[config.mk]
export PLATFORM = sky130hd
export DESIGN_NAME = agen_top
export DESIGN_NICKNAME = d
export VERILOG_FILES = /design/src/rtl/agen_pkg.sv /design/src/rtl/agen_decode.sv /design/src/rtl/agen_brev.sv /design/src/rtl/agen_circ.sv /design/src/rtl/agen_top.sv
export SDC_FILE = /design/constraint.sdc
export NUM_CORES = 1
export LEC_CHECK = 0
export ABC_AREA = 1
export BUFFER_PORTS_ARGS = -buffer_cell sky130_fd_sc_hd__buf_2
export CAP_MARGIN = 20
export CORE_MARGIN = 10
export CORE_UTILIZATION = 55
export CTS_BUF_LIST = sky130_fd_sc_hd__clkbuf_8
export CTS_CLUSTER_DIAMETER = 150
export DETAILED_ROUTE_END_ITERATION = 6
export PLACE_DENSITY = 0.87
export SLEW_MARGIN = 20
export SYNTH_ARGS = -nofsm -noshare
export SYNTH_HDL_FRONTEND = slang
export SYNTH_HIERARCHICAL = 1
export SYNTH_SLANG_ARGS = --single-unit
[constraint.sdc]
create_clock -name clk -period 2.3 [get_ports clk]
set_input_delay 0.23 -clock clk [delete_from_list [all_inputs] [get_ports clk]]
set_output_delay 0.23 -clock clk [all_outputs]
set_load 0.02 [all_outputs]
[src/rtl/agen_pkg.sv]
`timescale 1ns/1ps
package agen_pkg;
  localparam int INSN_W      = 32;
  localparam int OFF_LONG_W  = 18;
  localparam int OFF_SHORT_W = 10;
  localparam int ABS_SPLIT   = 14;

  typedef enum logic [1:0] {
    AM_ABS  = 2'd0,
    AM_BOFS = 2'd1,
    AM_BREV = 2'd2,
    AM_CIRC = 2'd3
  } agen_mode_e;

  localparam logic [7:0] OPC_ABS  = 8'hE5;
  localparam logic [7:0] OPC_BOFS = 8'h49;
  localparam logic [7:0] OPC_PTR  = 8'h69;
  localparam logic [1:0] SUB_ABS  = 2'b01;
  localparam logic [5:0] SUB_BOFS = 6'h21;
  localparam logic [5:0] SUB_BREV = 6'h01;
  localparam logic [5:0] SUB_CIRC = 6'h11;
endpackage

[src/rtl/agen_decode.sv]
`timescale 1ns/1ps
module agen_decode
  import agen_pkg::*;
(
  input  logic [INSN_W-1:0]      insn,
  output agen_mode_e             mode,
  output logic [OFF_LONG_W-1:0]  off_long,
  output logic [OFF_SHORT_W-1:0] off_short,
  output logic                   legal
);
  logic [7:0] opc;
  logic [5:0] sub;

  assign opc = insn[7:0];
  assign sub = insn[27:22];

  // displacement and long constant share the scattered low fields
  assign off_short = {insn[31:28], insn[21:16]};
  assign off_long  = {insn[15:12], insn[25:22], insn[31:28], insn[21:16]};

  always_comb begin
    mode  = AM_BOFS;
    legal = 1'b0;
    if (opc == OPC_ABS && insn[27:26] == SUB_ABS) begin
      mode  = AM_ABS;
      legal = 1'b1;
    end else if (opc == OPC_BOFS && sub == SUB_BOFS) begin
      mode  = AM_BOFS;
      legal = 1'b1;
    end else if (opc == OPC_PTR && sub == SUB_BREV) begin
      mode  = AM_BREV;
      legal = 1'b1;
    end else if (opc == OPC_PTR && sub == SUB_CIRC) begin
      mode  = AM_CIRC;
      legal = 1'b1;
    end
  end
endmodule

[src/rtl/agen_brev.sv]
`timescale 1ns/1ps
module agen_brev #(
  parameter int IDX_W = 16
) (
  input  logic [IDX_W-1:0] idx,
  input  logic [IDX_W-1:0] incr,
  output logic [IDX_W-1:0] nxt
);
  logic [IDX_W-1:0] r_idx;
  logic [IDX_W-1:0] r_inc;
  logic [IDX_W-1:0] r_sum;

  // reversed-carry add: mirror, add, mirror back
  for (genvar g = 0; g < IDX_W; g++) begin : g_mirror
    assign r_idx[g] = idx[IDX_W-1-g];
    assign r_inc[g] = incr[IDX_W-1-g];
    assign nxt[g]   = r_sum[IDX_W-1-g];
  end

  assign r_sum = r_idx + r_inc;
endmodule

[src/rtl/agen_circ.sv]
`timescale 1ns/1ps
module agen_circ #(
  parameter int IDX_W = 16,
  parameter int OFF_W = 10
) (
  input  logic [IDX_W-1:0] idx,
  input  logic [IDX_W-1:0] len,
  input  logic [OFF_W-1:0] step,
  output logic [IDX_W-1:0] nxt,
  output logic             len_zero
);
  localparam int SW = IDX_W + 2;

  logic signed [SW-1:0] s_idx;
  logic signed [SW-1:0] s_len;
  logic signed [SW-1:0] s_step;
  logic signed [SW-1:0] s_sum;
  logic signed [SW-1:0] s_wrap;

  always_comb begin
    s_idx  = $signed({2'b00, idx});
    s_len  = $signed({2'b00, len});
    s_step = $signed({{(SW-OFF_W){step[OFF_W-1]}}, step});
    s_sum  = s_idx + s_step;
    // one correction each way; valid while |step| < len and idx < len
    if (s_sum[SW-1]) begin
      s_wrap = s_sum + s_len;
    end else if (s_sum >= s_len) begin
      s_wrap = s_sum - s_len;
    end else begin
      s_wrap = s_sum;
    end
  end

  assign nxt      = s_wrap[IDX_W-1:0];
  assign len_zero = (len == '0);
endmodule

[src/rtl/agen_top.sv]
`timescale 1ns/1ps
module agen_top
  import agen_pkg::*;
#(
  parameter int ADDR_W = 32,
  parameter int IDX_W  = 16
) (
  input  logic                   clk,
  input  logic                   rst_n,
  input  logic                   req_valid,
  input  logic                   use_insn,
  input  logic [INSN_W-1:0]      insn,
  input  logic [1:0]             mode_sel,
  input  logic [OFF_LONG_W-1:0]  off_long,
  input  logic [OFF_SHORT_W-1:0] off_short,
  input  logic [ADDR_W-1:0]      base_reg,
  input  logic [2*IDX_W-1:0]     mod_reg,
  output logic                   rsp_valid,
  output logic [ADDR_W-1:0]      eff_addr,
  output logic [2*IDX_W-1:0]     mod_next,
  output logic                   mod_we,
  output logic                   illegal_insn,
  output logic                   len_err
);
  localparam int MOD_W   = 2 * IDX_W;
  localparam int ABS_GAP = ADDR_W - OFF_LONG_W;
  localparam int ABS_HI  = OFF_LONG_W - ABS_SPLIT;

  // reset: asynchronous assert, synchronous release
  logic rst_meta_n;
  logic rst_q_n;

  always_ff @(posedge clk or negedge rst_n) begin
    if (!rst_n) begin
      rst_meta_n <= 1'b0;
      rst_q_n    <= 1'b0;
    end else begin
      rst_meta_n <= 1'b1;
      rst_q_n    <= rst_meta_n;
    end
  end

  // field source
  agen_mode_e             dec_mode;
  logic [OFF_LONG_W-1:0]  dec_off_long;
  logic [OFF_SHORT_W-1:0] dec_off_short;
  logic                   dec_legal;

  agen_decode u_decode (
    .insn      (insn),
    .mode      (dec_mode),
    .off_long  (dec_off_long),
    .off_short (dec_off_short),
    .legal     (dec_legal)
  );

  agen_mode_e             cur_mode;
  logic [OFF_LONG_W-1:0]  cur_off_long;
  logic [OFF_SHORT_W-1:0] cur_off_short;
  logic                   cur_legal;

  always_comb begin
    if (use_insn) begin
      cur_mode      = dec_mode;
      cur_off_long  = dec_off_long;
      cur_off_short = dec_off_short;
      cur_legal     = dec_legal;
    end else begin
      cur_mode      = agen_mode_e'(mode_sel);
      cur_off_long  = off_long;
      cur_off_short = off_short;
      cur_legal     = 1'b1;
    end
  end

  // pointer arithmetic units
  logic [IDX_W-1:0] idx_lo;
  logic [IDX_W-1:0] idx_hi;
  logic [IDX_W-1:0] brev_nxt;
  logic [IDX_W-1:0] circ_nxt;
  logic             circ_len_zero;

  assign idx_lo = mod_reg[IDX_W-1:0];
  assign idx_hi = mod_reg[MOD_W-1:IDX_W];

  agen_brev #(.IDX_W(IDX_W)) u_brev (
    .idx  (idx_lo),
    .incr (idx_hi),
    .nxt  (brev_nxt)
  );

  agen_circ #(.IDX_W(IDX_W), .OFF_W(OFF_SHORT_W)) u_circ (
    .idx      (idx_lo),
    .len      (idx_hi),
    .step     (cur_off_short),
    .nxt      (circ_nxt),
    .len_zero (circ_len_zero)
  );

  // next-state
  logic [ADDR_W-1:0] abs_addr;
  logic [ADDR_W-1:0] disp_ext;
  logic [ADDR_W-1:0] idx_ext;
  logic [ADDR_W-1:0] addr_d;
  logic [MOD_W-1:0]  mod_d;
  logic              we_d;
  logic              ill_d;
  logic              lerr_d;

  assign abs_addr = {cur_off_long[OFF_LONG_W-1:ABS_SPLIT], {ABS_GAP{1'b0}},
                     cur_off_long[ABS_SPLIT-1:0]};
  assign disp_ext = {{(ADDR_W-OFF_SHORT_W){cur_off_short[OFF_SHORT_W-1]}}, cur_off_short};
  assign idx_ext  = {{(ADDR_W-IDX_W){1'b0}}, idx_lo};

  always_comb begin
    mod_d  = mod_reg;
    we_d   = 1'b0;
    ill_d  = 1'b0;
    lerr_d = 1'b0;
    unique case (cur_mode)
      AM_ABS:  addr_d = abs_addr;
      AM_BOFS: addr_d = base_reg + disp_ext;
      AM_BREV: begin
        addr_d = base_reg + idx_ext;
        mod_d  = {idx_hi, brev_nxt};
        we_d   = 1'b1;
      end
      default: begin
        addr_d = base_reg + idx_ext;
        if (circ_len_zero) begin
          lerr_d = 1'b1;
        end else begin
          mod_d = {idx_hi, circ_nxt};
          we_d  = 1'b1;
        end
      end
    endcase
    if (!cur_legal) begin
      we_d   = 1'b0;
      lerr_d = 1'b0;
      ill_d  = 1'b1;
    end
  end

  // flag registers, updated every cycle
  always_ff @(posedge clk or negedge rst_q_n) begin
    if (!rst_q_n) begin
      rsp_valid    <= 1'b0;
      mod_we       <= 1'b0;
      illegal_insn <= 1'b0;
      len_err      <= 1'b0;
    end else begin
      rsp_valid    <= req_valid;
      mod_we       <= req_valid & we_d;
      illegal_insn <= req_valid & ill_d;
      len_err      <= req_valid & lerr_d;
    end
  end

  // data registers, clock-enabled by the request
  agen_mode_e mode_q;

  always_ff @(posedge clk or negedge rst_q_n) begin
    if (!rst_q_n) begin
      eff_addr <= '0;
      mod_next <= '0;
      mode_q   <= AM_ABS;
    end else if (req_valid) begin
      eff_addr <= addr_d;
      mod_next <= mod_d;
      mode_q   <= cur_mode;
    end
  end
endmodule

==> Word level (Yosys, flattened, before mapping) <==
Cells that the tools add are included.
{ "word_totals": {"regBits": 70, "input_bits": 130, "out_inout_bits": 68} }
{ "classes": {"add_sub_neg": 6, "magnitude_cmp": 1, "n_eq_ne": 9, "mux": 24, "n_bitwise": 3, "n_reduce_logical": 8} }
{ "ops": {"columns": ["operator", "count"], "rows": [
  ["one-hot mux 32 bit (2 select lines)", 1],
  ["two-way mux 16 bit", 3],
  ["adder 16 bit", 2],
  ["adder 32 x 16 -> 32 bit", 1],
  ["adder 32 bit", 1],
  ["one-hot mux 16 bit (2 select lines)", 1],
  ["adder 17 x 10 -> 18 bit", 1],
  [">= comparator 18 x 17 -> 1 bit", 1],
  ["two-way mux 18 bit", 1],
  ["equality test 8 x 7 -> 1 bit (second input constant)", 2],
  ["zero test 16 bit", 1],
  ["subtractor 16 bit", 1],
  ["two-way mux 1 bit", 11],
  ["two-way mux 10 bit", 1],
  ["two-way mux 2 bit", 5],
  ["equality test 8 bit (second input constant)", 1],
  ["equality test 6 x 1 -> 1 bit (second input constant)", 1],
  ["equality test 6 x 5 -> 1 bit (second input constant)", 1],
  ["equality test 6 bit (second input constant)", 1],
  ["equality test 2 x 1 -> 1 bit (second input constant)", 2],
  ["logical AND 1 bit", 4],
  ["AND 1 bit", 3],
  ["OR reduction 3 bit", 1],
  ["equality test 2 bit (second input constant)", 1],
  ["3 further kinds", 3]
]} }

==> Logic depth before layout (Yosys ltp) <==
Gate-level depths: netlist (run 1).
{ "logic_depth": {"ltp_word": 12, "ltp_mapped": 34, "ltp_nobuf": 31} }

==> Modules after synthesis <==
The synthesis (run 1) kept the hierarchy.
{ "modules_own_cells": {"columns": ["module", "n_inst", "cells_each", "area_each_um2", "seq_area_each_um2"], "rows": [
  ["agen_top", 1, 921, 5798.1, 1751.7],
  ["agen_circ", 1, 496, 2841.5, 0.0],
  ["agen_brev", 1, 176, 928.4, 0.0],
  ["agen_decode", 1, 73, 396.6, 0.0]
]} }

==> Worst setup path before layout (run 1) <==
No wires, ideal clock.
{ "synth_path": {"path_type": "input to register", "startpoint": "in use_insn", "endpoint": "reg mod_next[10]", "setup_time_ns": 0.144, "arrival_time_ns": 3.724, "required_ns": 2.156, "path_slack_ns": -1.568, "path_stages": 31, "cell_sequence": "buf_4 -> buf_2 -> nand2_1 -> nand2_1 -> ha_1 -> fa_1 -> nand3_1 -> nand2_1 -> nand2_1 -> nand2_2 -> a21oi_1 -> xor2_1 -> inv_1 -> ha_1 -> nand2_1 -> inv_1 -> nand2_1 -> inv_1 -> a21oi_2 -> nand2_1 -> nand2_1 -> nand2_1 -> nand2_1 -> nand2_1 -> o21ai_4 -> buf_4 -> nand3_1 -> nand3_1 -> nand2_1 -> nand2_1 -> a41oi_2"} }
{ "synth_via": {"elab_chain_len": 7} }
{ "synth_lines": {"columns": ["item", "line", "text"], "rows": [
  ["from (decl)", "agen_top.sv:11", "input logic use_insn,"],
  ["two-way mux 10 bit *", "agen_top.sv:63", "if (use_insn) begin"],
  ["net cur_off_short[0]", "agen_top.sv:59", "logic [OFF_SHORT_W-1:0] cur_off_short;"],
  ["adder 17 x 10 -> 18 bit *", "agen_circ.sv:24", "s_sum = s_idx + s_step;"],
  ["subtractor 16 bit or >= comparator 18 x 17 -> 1 bit (tied branches)", "agen_circ.sv:29, agen_circ.sv:28", null],
  ["two-way mux 16 bit", "agen_circ.sv:28", "end else if (s_sum >= s_len) begin"],
  ["two-way mux 16 bit *", "agen_circ.sv:26", "if (s_sum[SW-1]) begin"],
  ["net circ_nxt[10]", "agen_top.sv:80", "logic [IDX_W-1:0] circ_nxt;"],
  ["two-way mux 16 bit *", "agen_top.sv:130", "if (circ_len_zero) begin"],
  ["one-hot mux 16 bit (2 select lines) *", "agen_top.sv:120", "unique case (cur_mode)"],
  ["to (signal assigned)", "agen_top.sv:170", "mod_next <= mod_d;"],
  ["to (decl)", "agen_top.sv:20", "output logic [2*IDX_W-1:0] mod_next,"]
]} }
Mark *: on every way through the listed nets, which the timed path passes. The rest lies on a longest branch.
A chain may end at the register's enable or synchronous reset.

==> Worst setup path in the final report (run 1) <==
{ "layout_path": {"startpoint": "in use_insn", "endpoint": "reg eff_addr[30]"} }
{ "layout_via": {"elab_chain_len": 3} }
{ "layout_lines": {"columns": ["item", "line", "text"], "rows": [
  ["two-way mux 10 bit or two-way mux 2 bit (tied branches)", "agen_top.sv:63", null],
  ["adder 32 bit, or another cell as far along", "agen_top.sv:122", "AM_BOFS: addr_d = base_reg + disp_ext;"],
  ["one-hot mux 32 bit (2 select lines) *", "agen_top.sv:120", null],
  ["to (signal assigned)", "agen_top.sv:169", "eff_addr <= addr_d;"],
  ["to (decl)", "agen_top.sv:19", "output logic [ADDR_W-1:0] eff_addr,"]
]} }
Every way passes the cells marked *; elsewhere a longest branch is shown, timed or not.

==> impl_metrics.env, run 1 <==
export IMPL_clockBufferDepth=2
export IMPL_port_buffer_count=193
export IMPL_crit_path_end_kind="flip-flop"
export IMPL_dieArea_um2=23900
export IMPL_hold_viol=0
export IMPL_synthCells=1666
export IMPL_mostFrequentLayoutCells="nand2_1, buf_4, inv_1"
export IMPL_synth_area_leaders="nand2_1, dfrtp_1, ha_1"
export IMPL_crit_path_max_incr_delay_ns=0.26
export IMPL_firstDrtPassIters=7
export IMPL_top_layer="met5"
export IMPL_rsz0062_at_grt="yes"
export IMPL_setup_viol=50
export IMPL_cp_data_required_time_ns=2.63
export IMPL_yosysWarnings=6
export IMPL_pwr_share_clk=0.112
export IMPL_synth_top_area_frac=0.235
export IMPL_worstReg2RegStart="mod_next[4]"
export IMPL_holdCritPathClass="in2reg"
export IMPL_grt_pass1_vias=13303
export IMPL_clk_pin_slew_ns=0.09
export IMPL_layout_commonest_cell="nand2_1"
export IMPL_synth_seq_cells=70
export IMPL_period_minus_slack_ns=3.67
export IMPL_clock_latency_ns=0.40
export IMPL_antenna_found_initial=1
export IMPL_cpMostUsedCell="buf_4"
export IMPL_hold_depth=3
export IMPL_switching_share=0.489
export IMPL_ant_nets=0
export IMPL_worstPathMaxFanout=7
export IMPL_p_sw_mw=4.37
export IMPL_avgSynthCellArea_um2=5.98
export IMPL_peakVddDrop_mv=0.451
export IMPL_drive_above_1_share=0.378
export IMPL_power_density_nw_per_um2=598
export IMPL_r2r_slack_ns=1.54
export IMPL_fillCellCount=1102
export IMPL_synthArstFlopShare=1.00
export IMPL_place_congestion=0.978
export IMPL_vias=14136
export IMPL_outcome="complete, but fails checks"
export IMPL_cap_viol_max_count=0
export IMPL_synth_nets=1895
export IMPL_root_buffer="clkbuf_8"
export IMPL_met2_length_um=22300
export IMPL_cts_tree="built"
export IMPL_arrival_ns=4.00
export IMPL_critPathKind="in2reg"
export IMPL_r2r_cells=2
export IMPL_cp_slowest_cell="ha_4"
export IMPL_io_pins=198
export IMPL_wl_um=49800
export IMPL_met1_length_um=16300
export IMPL_hpwl_um=31100
export IMPL_multi_input_area_um2=7980
export IMPL_leakage_nw=8.32
export IMPL_dieHeight_um=155
export IMPL_nNetsFinal=2376
export IMPL_synth_area_um2=9960
export IMPL_endpoint="eff_addr[30]"
export IMPL_rr_endpoint="mod_next[4]"
export IMPL_crit_start="use_insn"
export IMPL_pre_cts_slack_ns=-1.83
export IMPL_initial_core_util=0.557
export IMPL_die_w_um=155
export IMPL_htree_levels=3
export IMPL_power_total_mw=8.92
export IMPL_seqPwrFrac=0.172
export IMPL_numCtsBuffers=9
export IMPL_core_um2=17900
export IMPL_clock_sinks=70
export IMPL_synth_area_leader_cell="nand2_1"
export IMPL_setup_slack_ns=-1.37
export IMPL_ys_types=53
export IMPL_p_comb_frac=0.716
export IMPL_routed_wl_met3_um=6390
export IMPL_drv_slew=0
export IMPL_drt_initial_drc_count=1751
export IMPL_grt_pass1_wl_um=66900
export IMPL_fin_skew_ns=0.0184
export IMPL_ys_seq_area_frac=0.176
export IMPL_relSlewSlack=0.592
export IMPL_internal_power_mw=4.55
export IMPL_setup_tns_ns=-52.97
export IMPL_grt_max_degree=69
export IMPL_synth_edff_count=0
export IMPL_synth_ff_type="dfrtp_1"
export IMPL_violations="DRC, setup timing"
export IMPL_seqCellArea_um2=1750
export IMPL_max_freq_ghz=0.273
export IMPL_area_growth_pct=49.6
export IMPL_start_kind="input port"
export IMPL_overflow=0
export IMPL_timing_final_crit_share=1.60
export IMPL_rows=49
export IMPL_drc=9
export IMPL_detail_route_wl_per_cell_um=20.9
export IMPL_worstMarginPinSlew_ns=0.611
export IMPL_viasPerCell=5.93
export IMPL_grt_usage=0.341
## through the flow
stage	hold slack, ns	area, µm²	cells	utilization
finish	0.0969	14900	2382	0.833
global placement	0.0139	13000	2292	0.726
floorplan	-0.0656	10100	1666	-
detailed placement	0.0225	13000	2292	0.726
global route	0.162	14900	2382	0.833
CTS	0.101	14300	2365	0.798
## what timing repair did
item / 4_1_cts / 5_1_grt
pin swaps: 69 / 60
hold buffers: 1 / 0
endpoints found under the setup margin: 44 / 49
hold endpoints to repair: 2 / 0
gates cloned: 4 / 0
buffers inserted: 52 / 17
gates resized for setup: 151 / 112
## routing by layer
metal  up-vias  track usage
li1       6193            -
met1      6261        0.377
met2      1209        0.586
met3       471       0.0752
met4         2        0.203
met5         -            0
## power by group through the flow
stage               Clock [mW]  Sequential, mW  Combinational [mW]
floorplan                    0            1.78                2.73
global placement             0            1.54                5.02
detailed placement           0            1.55                5.13
CTS                      0.984            1.52                5.62
global route              1.03            1.55                6.80
finish                    1.00            1.53                6.38
## state kept, by name, summed over array words and instances (netlist names)
signal / flops
mod_next: 32
illegal_insn: 1
len_err: 1
rsp_valid: 1
rst_meta_n: 1
mod_we: 1
rst_q_n: 1
eff_addr: 32
## worst min-delay path by stage
stage	end	start	slack [ns]
final	mod_next[31]	mod_reg[31]	0.1
after CTS	mod_next[31]	mod_reg[31]	0.10
after detailed placement	rst_meta_n	rst_n	0.02
after global routing	mod_next[31]	mod_reg[31]	0.16
after global placement	rst_meta_n	rst_n	0.01
after floorplan	rst_meta_n	rst_n	-0.07
## cell usage after synthesis (4+ instances only)
cell type and n:
nor3_1 12, o21bai_1 13, fa_1 5, o21ai_0 31, inv_2 10, a41oi_1 6, or2_2 4, nor4_1 5
nor2_1 145, nor2_2 4, buf_4 34, xor2_1 41, buf_6 6, or2_1 7, o21ai_1 6, nand2_4 5
nand3_1 93, inv_1 233, a31oi_1 12, buf_2 8, a21oi_1 100, a41oi_2 10, clkbuf_1 13, xnor2_1 8
nand2_2 13, nand4_1 9, a21o_1 5, dfrtp_1 70, ha_1 94, nand2_1 625
## cell type report
| class | count | area share |
|---|---|---|
| diodes | 1 | 0.000168 |
| clock buffers | 9 | 0.00831 |
| clock inverters | 7 | 0.00344 |
| inverters | 245 | 0.0637 |
| multi-input cells | 1290 | 0.535 |
| flip-flops and latches | 70 | 0.118 |
| well taps | 229 | 0.0192 |
| repair buffers | 530 | 0.252 |
| repair inverters | 1 | 0.000252 |
## critical path, delay by kind of cell
| family | cells | cell delay (ns) |
|---|---|---|
| AO/OA/AOI/OAI | 3 | 0.63 |
| adder cells (fa/ha/maj) | 1 | 0.26 |
| AND/OR/NAND/NOR | 9 | 0.85 |
| buffers and inverters | 17 | 2.01 |
## cells by family after synthesis
| logic type | share of synthesized area |
|---|---|
| AOI/OAI and AO/OA | 0.126 |
| other | 0.000376 |
| muxes | 0.00339 |
| buffers and inverters | 0.134 |
| DFF | 0.176 |
| and+or+nand+nor | 0.389 |
| adders and majority gates | 0.128 |
| xor gates and xnor gates | 0.0431 |
Note: power is estimated with default switching activity, not from simulation.
==> run 2, diff against run 1 <==
--- a/config.mk
+++ b/config.mk
@@ -5,7 +5,6 @@
 export SDC_FILE = /design/constraint.sdc
 export NUM_CORES = 1
 export LEC_CHECK = 0
-export ABC_AREA = 1
 export BUFFER_PORTS_ARGS = -buffer_cell sky130_fd_sc_hd__buf_2
 export CAP_MARGIN = 20
 export CORE_MARGIN = 10
@@ -13,7 +12,7 @@
 export CTS_BUF_LIST = sky130_fd_sc_hd__clkbuf_8
 export CTS_CLUSTER_DIAMETER = 150
 export DETAILED_ROUTE_END_ITERATION = 6
-export PLACE_DENSITY = 0.87
+export PLACE_DENSITY = 0.88
 export SLEW_MARGIN = 20
 export SYNTH_ARGS = -nofsm -noshare
 export SYNTH_HDL_FRONTEND = slang
==> impl_metrics.env, run 2 <==
export IMPL_synth_seq_cells=70
export IMPL_synth_fa_ha_area_frac=0.140
export IMPL_root_buffer="clkbuf_8"
export IMPL_synth_nets=1344
export IMPL_synth_area_um2=9130
export IMPL_synth_area_leaders="dfrtp_1, ha_1, mux2_2"
export IMPL_hpwl_um=30600
export IMPL_outcome="did not finish"
export IMPL_place_congestion=1.05
export IMPL_grt_max_degree=75
export IMPL_synthCells=1115
export IMPL_dieHeight_um=149
export IMPL_synth_edff_count=0
export IMPL_synthTopCellsByCount="nor2_1, ha_1, nand2_1, dfrtp_1, a21oi_1"
export IMPL_ys_types=91
export IMPL_synth_compound_area_frac=0.300
export IMPL_synth_area_leader_cell="dfrtp_1"
export IMPL_die_w_um=149
export IMPL_avgSynthCellArea_um2=8.18
export IMPL_synth_ff_type="dfrtp_1"
export IMPL_io_pins=198
export IMPL_synth_simple_area_share=0.186
export IMPL_grt_usage=0.745
export IMPL_synthArstFlopShare=1.00
export IMPL_yosysWarnings=6
export IMPL_worstEpCategory="register data pin"
export IMPL_run_stop_error="[ERROR GRT-0232] Routing congestion too high. Check the congestion heatmap in the GUI."
export IMPL_overflow=33
export IMPL_htree_levels=3
export IMPL_clockBufferDepth=2
export IMPL_stop_stage="global routing (5_1_grt)"
export IMPL_rows=47
export IMPL_synthMuxAreaShare=0.0687
export IMPL_synth_top_area_frac=0.192
export IMPL_placed_area_um2=12600
export IMPL_ys_seq_area_frac=0.192
export IMPL_yosys_cell_count_top_type="nor2_1"
export IMPL_numCtsBuffers=9
export IMPL_port_buffer_count=193
export IMPL_synthXorXnorAreaFrac=0.0403
export IMPL_initial_core_util=0.556
export IMPL_worstEndpointGrtRepair="mod_next[7]$_DFFE_PN0P_/D"
export IMPL_synth_top_family_by_area="compound AO/OA/AOI/OAI gates"
export IMPL_clock_sinks=70
-- run 2: cell count changes after synthesis, moves of 22 or more --
| cell | change |
|---|---|
| nor2_1 | -38 |
| a221oi_1 | +24 |
| nand2_1 | -538 |
| o21ai_0 | +24 |
| a211oi_1 | +22 |
| mux2_2 | +34 |
| a21oi_1 | -37 |
| xor2_1 | -22 |
| nand3_1 | -66 |
| inv_1 | -173 |
-- run 2: timing repair --
| item | CTS |
|---|---|
| endpoints found under the hold margin | 2 |
| setup buffers | 22 |
| setup endpoints to repair | 45 |
| gates cloned | 3 |
| pin swaps | 101 |
| gates resized for setup | 124 |
| hold buffers | 1 |
-- run 2: cells by family after synthesis --
family          count (synthesis)
compound gates                360
xor+xnor                       42
fa+ha+maj                      99
buf+inv                       137
flops                          70
mux                            58
other cells                     1
simple gates                  348
-- run 2: through the flow --
step / std cells / setup TNS, ns / worst slack [ns]
after floorplan: 1115 / -53.34 / -2.16
after global placement: 1754 / -68.66 / -2.36
after detailed placement: 1754 / -77.37 / -2.77
after CTS: 1793 / -49.80 / -1.97
-- run 2: layer usage --
metal  global-route usage  overflow
met2                0.856        17
met4                0.756        15
met1                0.707         1
met5                0.347         0
met3                0.701         0
==> run 3, diff against run 2 <==
--- a/config.mk
+++ b/config.mk
@@ -8,11 +8,9 @@
 export BUFFER_PORTS_ARGS = -buffer_cell sky130_fd_sc_hd__buf_2
 export CAP_MARGIN = 20
 export CORE_MARGIN = 10
-export CORE_UTILIZATION = 55
-export CTS_BUF_LIST = sky130_fd_sc_hd__clkbuf_8
-export CTS_CLUSTER_DIAMETER = 150
+export CORE_UTILIZATION = 40
 export DETAILED_ROUTE_END_ITERATION = 6
-export PLACE_DENSITY = 0.88
+export PLACE_DENSITY_LB_ADDON = 0.15
 export SLEW_MARGIN = 20
 export SYNTH_ARGS = -nofsm -noshare
 export SYNTH_HDL_FRONTEND = slang
==> impl_metrics.env, run 3 <==
export IMPL_synthMuxAreaShare=0.0687
export IMPL_setup_slack_ns=-1.96
export IMPL_grt_usage=0.247
export IMPL_fillCellCount=1875
export IMPL_cap_viol_max_count=0
export IMPL_path_cells="buf_12 > mux2_4 > ha_4 > fa_2 > a211oi_4 > o21ai_4 > nand3_4 > o21bai_4 > a21o_1 > a211oi_2 > nor2_2 > ha_4 > nor2b_2 > o21ai_2 > o211ai_1 > a211o_2 > o21a_4 > a221o_1 > a22o_1 > a221oi_2 > nor2_1"
export IMPL_reg_top3="eff_addr (32), mod_next (32)"
export IMPL_r2r_cells=1
export IMPL_fin_skew_ns=0.0170
export IMPL_endpoint="mod_next[3]"
export IMPL_hold_ws_ns=0.0602
export IMPL_violations="setup timing"
export IMPL_synth_seq_cells=70
export IMPL_viasPerCell=5.53
export IMPL_cp_data_required_time_ns=2.53
export IMPL_clock_latency_ns=0.36
export IMPL_relSlewSlack=0.618
export IMPL_port_buffer_count=193
export IMPL_synth_simple_area_share=0.186
export IMPL_io_pins=198
export IMPL_numCtsBuffers=9
export IMPL_area_growth_pct=64.8
export IMPL_peakVddDrop_mv=0.386
export IMPL_synth_ff_type="dfrtp_1"
export IMPL_synth_edff_count=0
export IMPL_pre_cts_slack_ns=-2.64
export IMPL_wl_um=37700
export IMPL_r2r_slack_ns=1.33
export IMPL_crit_path_end_kind="flip-flop"
export IMPL_worstReg2RegStart="rst_q_n"
export IMPL_nNetsFinal=1866
export IMPL_clk_pin_slew_ns=0.06
export IMPL_synth_top_area_frac=0.192
export IMPL_crit_family="compound AO/OA/AOI/OAI gates"
export IMPL_synthTopCellsByCount="nor2_1, ha_1, nand2_1, dfrtp_1, a21oi_1"
export IMPL_arrival_ns=4.49
export IMPL_rr_endpoint="mod_next[6]"
export IMPL_root_buffer="clkbuf_16"
export IMPL_critPathKind="in2reg"
export IMPL_die_w_um=171
export IMPL_initial_core_util=0.404
export IMPL_drc=0
export IMPL_core_um2=22600
export IMPL_crit_cells=21
export IMPL_setup_viol=45
export IMPL_dieArea_um2=29300
export IMPL_avgSynthCellArea_um2=8.18
export IMPL_yosys_cell_count_top_type="nor2_1"
export IMPL_drive_above_1_share=0.521
export IMPL_cp_slowest_cell="fa_2"
export IMPL_leakage_nw=7.08
export IMPL_rsz0062_at_grt="yes"
export IMPL_synth_fa_ha_area_frac=0.140
export IMPL_yosysWarnings=6
export IMPL_antenna_found_initial=1
export IMPL_timing_final_crit_share=1.85
export IMPL_synthXorXnorAreaFrac=0.0403
export IMPL_layout_commonest_cell="buf_4"
export IMPL_synth_nets=1344
export IMPL_clockBufferDepth=2
export IMPL_synthCells=1115
export IMPL_worstMarginPinSlew_ns=0.573
export IMPL_vias=10659
export IMPL_synth_area_um2=9130
export IMPL_ys_types=91
export IMPL_synthArstFlopShare=1.00
export IMPL_grt_pass1_vias=10898
export IMPL_power_density_nw_per_um2=627
export IMPL_grt_pass1_wl_um=57900
export IMPL_holdCritPathClass="in2reg"
export IMPL_rows=55
export IMPL_clock_sinks=70
export IMPL_cts_tree="built"
export IMPL_synth_area_leaders="dfrtp_1, ha_1, mux2_2"
export IMPL_ant_nets=0
export IMPL_detail_route_wl_per_cell_um=19.6
export IMPL_multi_input_area_um2=8240
export IMPL_cp_num_buf_inv=1
export IMPL_synth_compound_area_frac=0.300
export IMPL_hpwl_um=29600
export IMPL_hp_start="req_valid"
export IMPL_crit_path_max_incr_delay_ns=0.38
export IMPL_ys_seq_area_frac=0.192
export IMPL_cpMostUsedCell="ha_4"
export IMPL_hold_depth=1
export IMPL_drt_initial_drc_count=559
export IMPL_overflow=0
export IMPL_grt_max_degree=38
export IMPL_max_freq_ghz=0.235
export IMPL_mostFrequentLayoutCells="buf_4, buf_2, nor2_1"
export IMPL_start_kind="input port"
export IMPL_worstPathMaxFanout=6
export IMPL_seqCellArea_um2=1760
export IMPL_crit_start="use_insn"
export IMPL_firstDrtPassIters=5
export IMPL_synth_area_leader_cell="dfrtp_1"
export IMPL_drv_slew=0
export IMPL_outcome="complete, but fails checks"
export IMPL_hold_viol=0
export IMPL_dieHeight_um=171
export IMPL_synth_top_family_by_area="compound AO/OA/AOI/OAI gates"
export IMPL_period_minus_slack_ns=4.26
export IMPL_htree_levels=3
export IMPL_place_congestion=0.972
## run 3: worst min-delay path by stage
stage,to,slack [ns]
2_1_floorplan,rst_meta_n,-0.07
3_3_place_gp,rst_q_n,0.03
3_5_place_dp,rst_meta_n,0.03
4_1_cts,rsp_valid,0.05
5_1_grt,rsp_valid,0.05
6_report,rsp_valid,0.06
## run 3: layout make-up
| class | instances | area share |
|---|---|---|
| multi-input cells | 910 | 0.548 |
| repair buffers | 586 | 0.275 |
| flip-flops and latches | 70 | 0.117 |
| well taps | 285 | 0.0237 |
| clock buffers | 10 | 0.0159 |
| inverters | 60 | 0.0150 |
| clock inverters | 6 | 0.00566 |
| diodes | 2 | 0.000333 |
## run 3: kinds of logic (layout without fill, tap and decap cells)
kind of cell / after synthesis / in the layout
xor+xnor: 42 / 42
other cells: 1 / 3
mux: 58 / 58
compound gates: 360 / 361
flops: 70 / 70
fa+ha+maj: 99 / 99
buf+inv: 137 / 662
simple gates: 348 / 349
## run 3: repair_timing
action                                 in CTS  in global routing
endpoints found under the hold margin       2                  0
resized for setup                         142                109
gates cloned                                3                  0
pin swaps                                 104                 97
setup endpoints to repair                  47                 47
buffers inserted                           24                 19
hold buffers                                1                  0
## run 3: through the flow
stage	util	setup TNS, ns	area, µm²	total power, mW	instances
2_1_floorplan	-	-53.34	9460	4.57	1115
3_3_place_gp	0.577	-76.90	13000	6.77	1868
3_5_place_dp	0.577	-78.98	13000	6.82	1868
4_1_cts	0.634	-52.72	14300	8.91	1911
5_1_grt	0.666	-60.08	15000	10.0	1927
6_report	0.666	-54.33	15000	9.43	1929
## run 3: per-layer routing
layer	GRT usage	routed length, µm	up-vias
met5	0	0	-
met4	0.0775	807	0
met3	0.0500	2060	52
met2	0.439	18800	275
met1	0.290	16100	5118
li1	-	-	5214
## run 3: power breakdown
| group | total (mW) | internal (mW) | switching, mW | leakage (nW) |
|---|---|---|---|---|
| clock | 1.61 | 0.977 | 0.634 | 0.154 |
| sequential | 1.56 | 1.43 | 0.132 | 0.826 |
| combinational | 6.26 | 3.08 | 3.18 | 6.10 |
| total | 9.43 | 5.49 | 3.94 | 7.08 |
==> run 4, diff against run 3 <==
--- a/config.mk
+++ b/config.mk
@@ -7,9 +7,9 @@
 export LEC_CHECK = 0
 export BUFFER_PORTS_ARGS = -buffer_cell sky130_fd_sc_hd__buf_2
 export CAP_MARGIN = 20
-export CORE_MARGIN = 10
 export CORE_UTILIZATION = 40
 export DETAILED_ROUTE_END_ITERATION = 6
+export GPL_ROUTABILITY_DRIVEN = 0
 export PLACE_DENSITY_LB_ADDON = 0.15
 export SLEW_MARGIN = 20
 export SYNTH_ARGS = -nofsm -noshare
==> constraint.sdc (replaced) <==
create_clock -name clk -period 2.3 [get_ports clk]
set_input_delay 0.23 -clock clk [delete_from_list [all_inputs] [get_ports clk]]
set_output_delay 0.23 -clock clk [all_outputs]
set_load 0.05 [all_outputs]
==> impl_metrics.env, run 4 (synthesis gave the netlist of run 3 again) <==
export IMPL_num_antenna_cells=0
export IMPL_drt_initial_drc_count=638
export IMPL_htree_levels=3
export IMPL_clock_sinks=70
export IMPL_drive_above_1_share=0.486
export IMPL_grt_max_degree=75
export IMPL_core_um2=22100
export IMPL_clk_pin_slew_ns=0.06
export IMPL_drv_slew=0
export IMPL_peakVddDrop_mv=0.440
export IMPL_worstMarginPinSlew_ns=0.630
export IMPL_p_comb_frac=0.652
export IMPL_period_minus_slack_ns=4.27
export IMPL_dieArea_um2=23400
export IMPL_setup_slack_ns=-1.97
export IMPL_rsz0062_at_grt="yes"
export IMPL_r2r_slack_ns=1.40
export IMPL_antenna_found_initial=0
export IMPL_min_to="mod_next[22]"
export IMPL_power_total_mw=9.70
export IMPL_violations="setup timing"
export IMPL_rr_endpoint="len_err"
export IMPL_pwr_share_clk=0.187
export IMPL_path_cells="buf_12 > buf_4 > mux2_2 > ha_1 > buf_4 > nand3_1 > nand2_1 > nor3_4 > o21ai_1 > a211o_1 > xnor2_2 > ha_1 > a221oi_1 > o211ai_1 > a211o_1 > o21a_4 > a221o_1 > a22o_1 > a221oi_2 > nor2_1"
export IMPL_hpwl_um=27400
export IMPL_worstReg2RegStart="rst_q_n"
export IMPL_ant_nets=0
export IMPL_setup_viol=47
export IMPL_placed_area_um2=12900
export IMPL_detail_route_wl_per_cell_um=18.6
export IMPL_arrival_ns=4.50
export IMPL_seqPwrFrac=0.160
export IMPL_numCtsBuffers=9
export IMPL_crit_family="compound AO/OA/AOI/OAI gates"
export IMPL_fin_skew_ns=0.00736
export IMPL_layout_commonest_cell="buf_4"
export IMPL_io_pins=198
export IMPL_crit_path_max_incr_delay_ns=0.38
export IMPL_hp_start="mod_reg[22]"
export IMPL_wl_um=35100
export IMPL_grt_pass1_vias=10692
export IMPL_outcome="complete, but fails checks"
export IMPL_die_w_um=153
export IMPL_cts_tree="built"
export IMPL_drc=0
export IMPL_grt_pass1_wl_um=55000
export IMPL_initial_core_util=0.413
export IMPL_clock_latency_ns=0.35
export IMPL_internal_power_mw=5.48
export IMPL_reg_top3="eff_addr (32), mod_next (32)"
export IMPL_vias=10678
export IMPL_power_density_nw_per_um2=677
export IMPL_max_freq_ghz=0.234
export IMPL_leakage_nw=6.88
export IMPL_start_kind="input port"
export IMPL_hold_depth=2
export IMPL_hold_viol=0
export IMPL_holdCritPathClass="in2reg"
export IMPL_fillCellCount=1820
export IMPL_grt_usage=0.297
export IMPL_overflow=0
export IMPL_switching_share=0.435
export IMPL_cp_num_buf_inv=3
export IMPL_area_growth_pct=57.2
export IMPL_cp_slowest_cell="mux2_2"
export IMPL_timing_final_crit_share=1.86
export IMPL_cap_viol_max_count=0
export IMPL_worstPathMaxFanout=7
export IMPL_clockBufferDepth=2
export IMPL_fin_util=0.649
export IMPL_rows=54
export IMPL_port_buffer_count=193
export IMPL_r2r_cells=1
export IMPL_root_buffer="clkbuf_16"
export IMPL_critPathKind="in2reg"
export IMPL_dieHeight_um=153
export IMPL_finalInstanceArea_um2=14300
export IMPL_mostFrequentLayoutCells="buf_4, buf_2, nor2_1"
export IMPL_cp_data_required_time_ns=2.53
export IMPL_firstDrtPassIters=5
export IMPL_viasPerCell=5.64
export IMPL_p_sw_mw=4.22
export IMPL_relSlewSlack=0.573
export IMPL_crit_path_end_kind="flip-flop"
export IMPL_nNetsFinal=1836
==> run 4: changes by cell type in the layout (fill, tap and decap cells not counted), moves of 5 or more <==
| cell | change |
|---|---|
| nand3_1 | +5 |
| ha_4 | -19 |
| mux2_4 | -7 |
| ha_2 | +7 |
| buf_4 | -19 |
| mux2_2 | +7 |
| ha_1 | +12 |
| buf_6 | -11 |
| o21ai_0 | +7 |
==> run 4: layout make-up <==
class	count	area [µm²]	area share
clock buffers	11	243	0.0169
clock inverters	5	129	0.00899
inverters	60	225	0.0157
multi-input cells	909	7750	0.540
flip-flops and latches	70	1760	0.122
well taps	280	350	0.0244
repair buffers	557	3890	0.271
==> run 4: worst max-delay path by stage <==
stage | start | to | slack, ns | cells after the start
floorplan | use_insn | mod_next[6] | -2.16 | 23
finish | use_insn | mod_next[4] | -1.97 | 20
detailed placement | use_insn | mod_next[7] | -2.60 | 19
CTS | use_insn | mod_next[4] | -1.98 | 22
global route | use_insn | mod_next[4] | -2.11 | 22
global placement | use_insn | mod_next[7] | -2.54 | 19
==> run 4: repair_timing <==
item	CTS	global route
endpoints found under the setup margin	47	47
gates cloned	2	0
setup buffers	20	17
pin swaps	77	64
hold buffers	1	0
gates resized for setup	107	66
hold endpoints to repair	2	0
==> run 4: power groups by stage <==
stage / combinational [mW] / sequential [mW] / clock, mW
floorplan: 2.76 / 2.26 / 0
global placement: 5.53 / 1.57 / 0
detailed placement: 5.59 / 1.58 / 0
CTS: 5.95 / 1.56 / 1.85
global route: 6.76 / 1.58 / 1.88
finish: 6.33 / 1.56 / 1.82
==> run 4: through the flow <==
step                hold WS [ns]  TNS [ns]  instances  setup slack, ns
floorplan                -0.0656    -53.34       1115            -2.16
global placement          0.0166    -74.79       1844            -2.54
detailed placement        0.0202    -76.79       1844            -2.60
CTS                        0.177    -51.75       1881            -1.98
global route               0.196    -60.68       1892            -2.11
finish                     0.185    -54.05       1892            -1.97
==> run 4: per-layer routing <==
layer,GRT usage,vias to the layer above,share of wire,routed length (µm)
met5,0,-,0,0
met4,0.118,0,0.036,1250
met3,0.0275,85,0.042,1470
met2,0.523,331,0.49,17300
met1,0.372,5111,0.43,15100
li1,-,5151,-,-
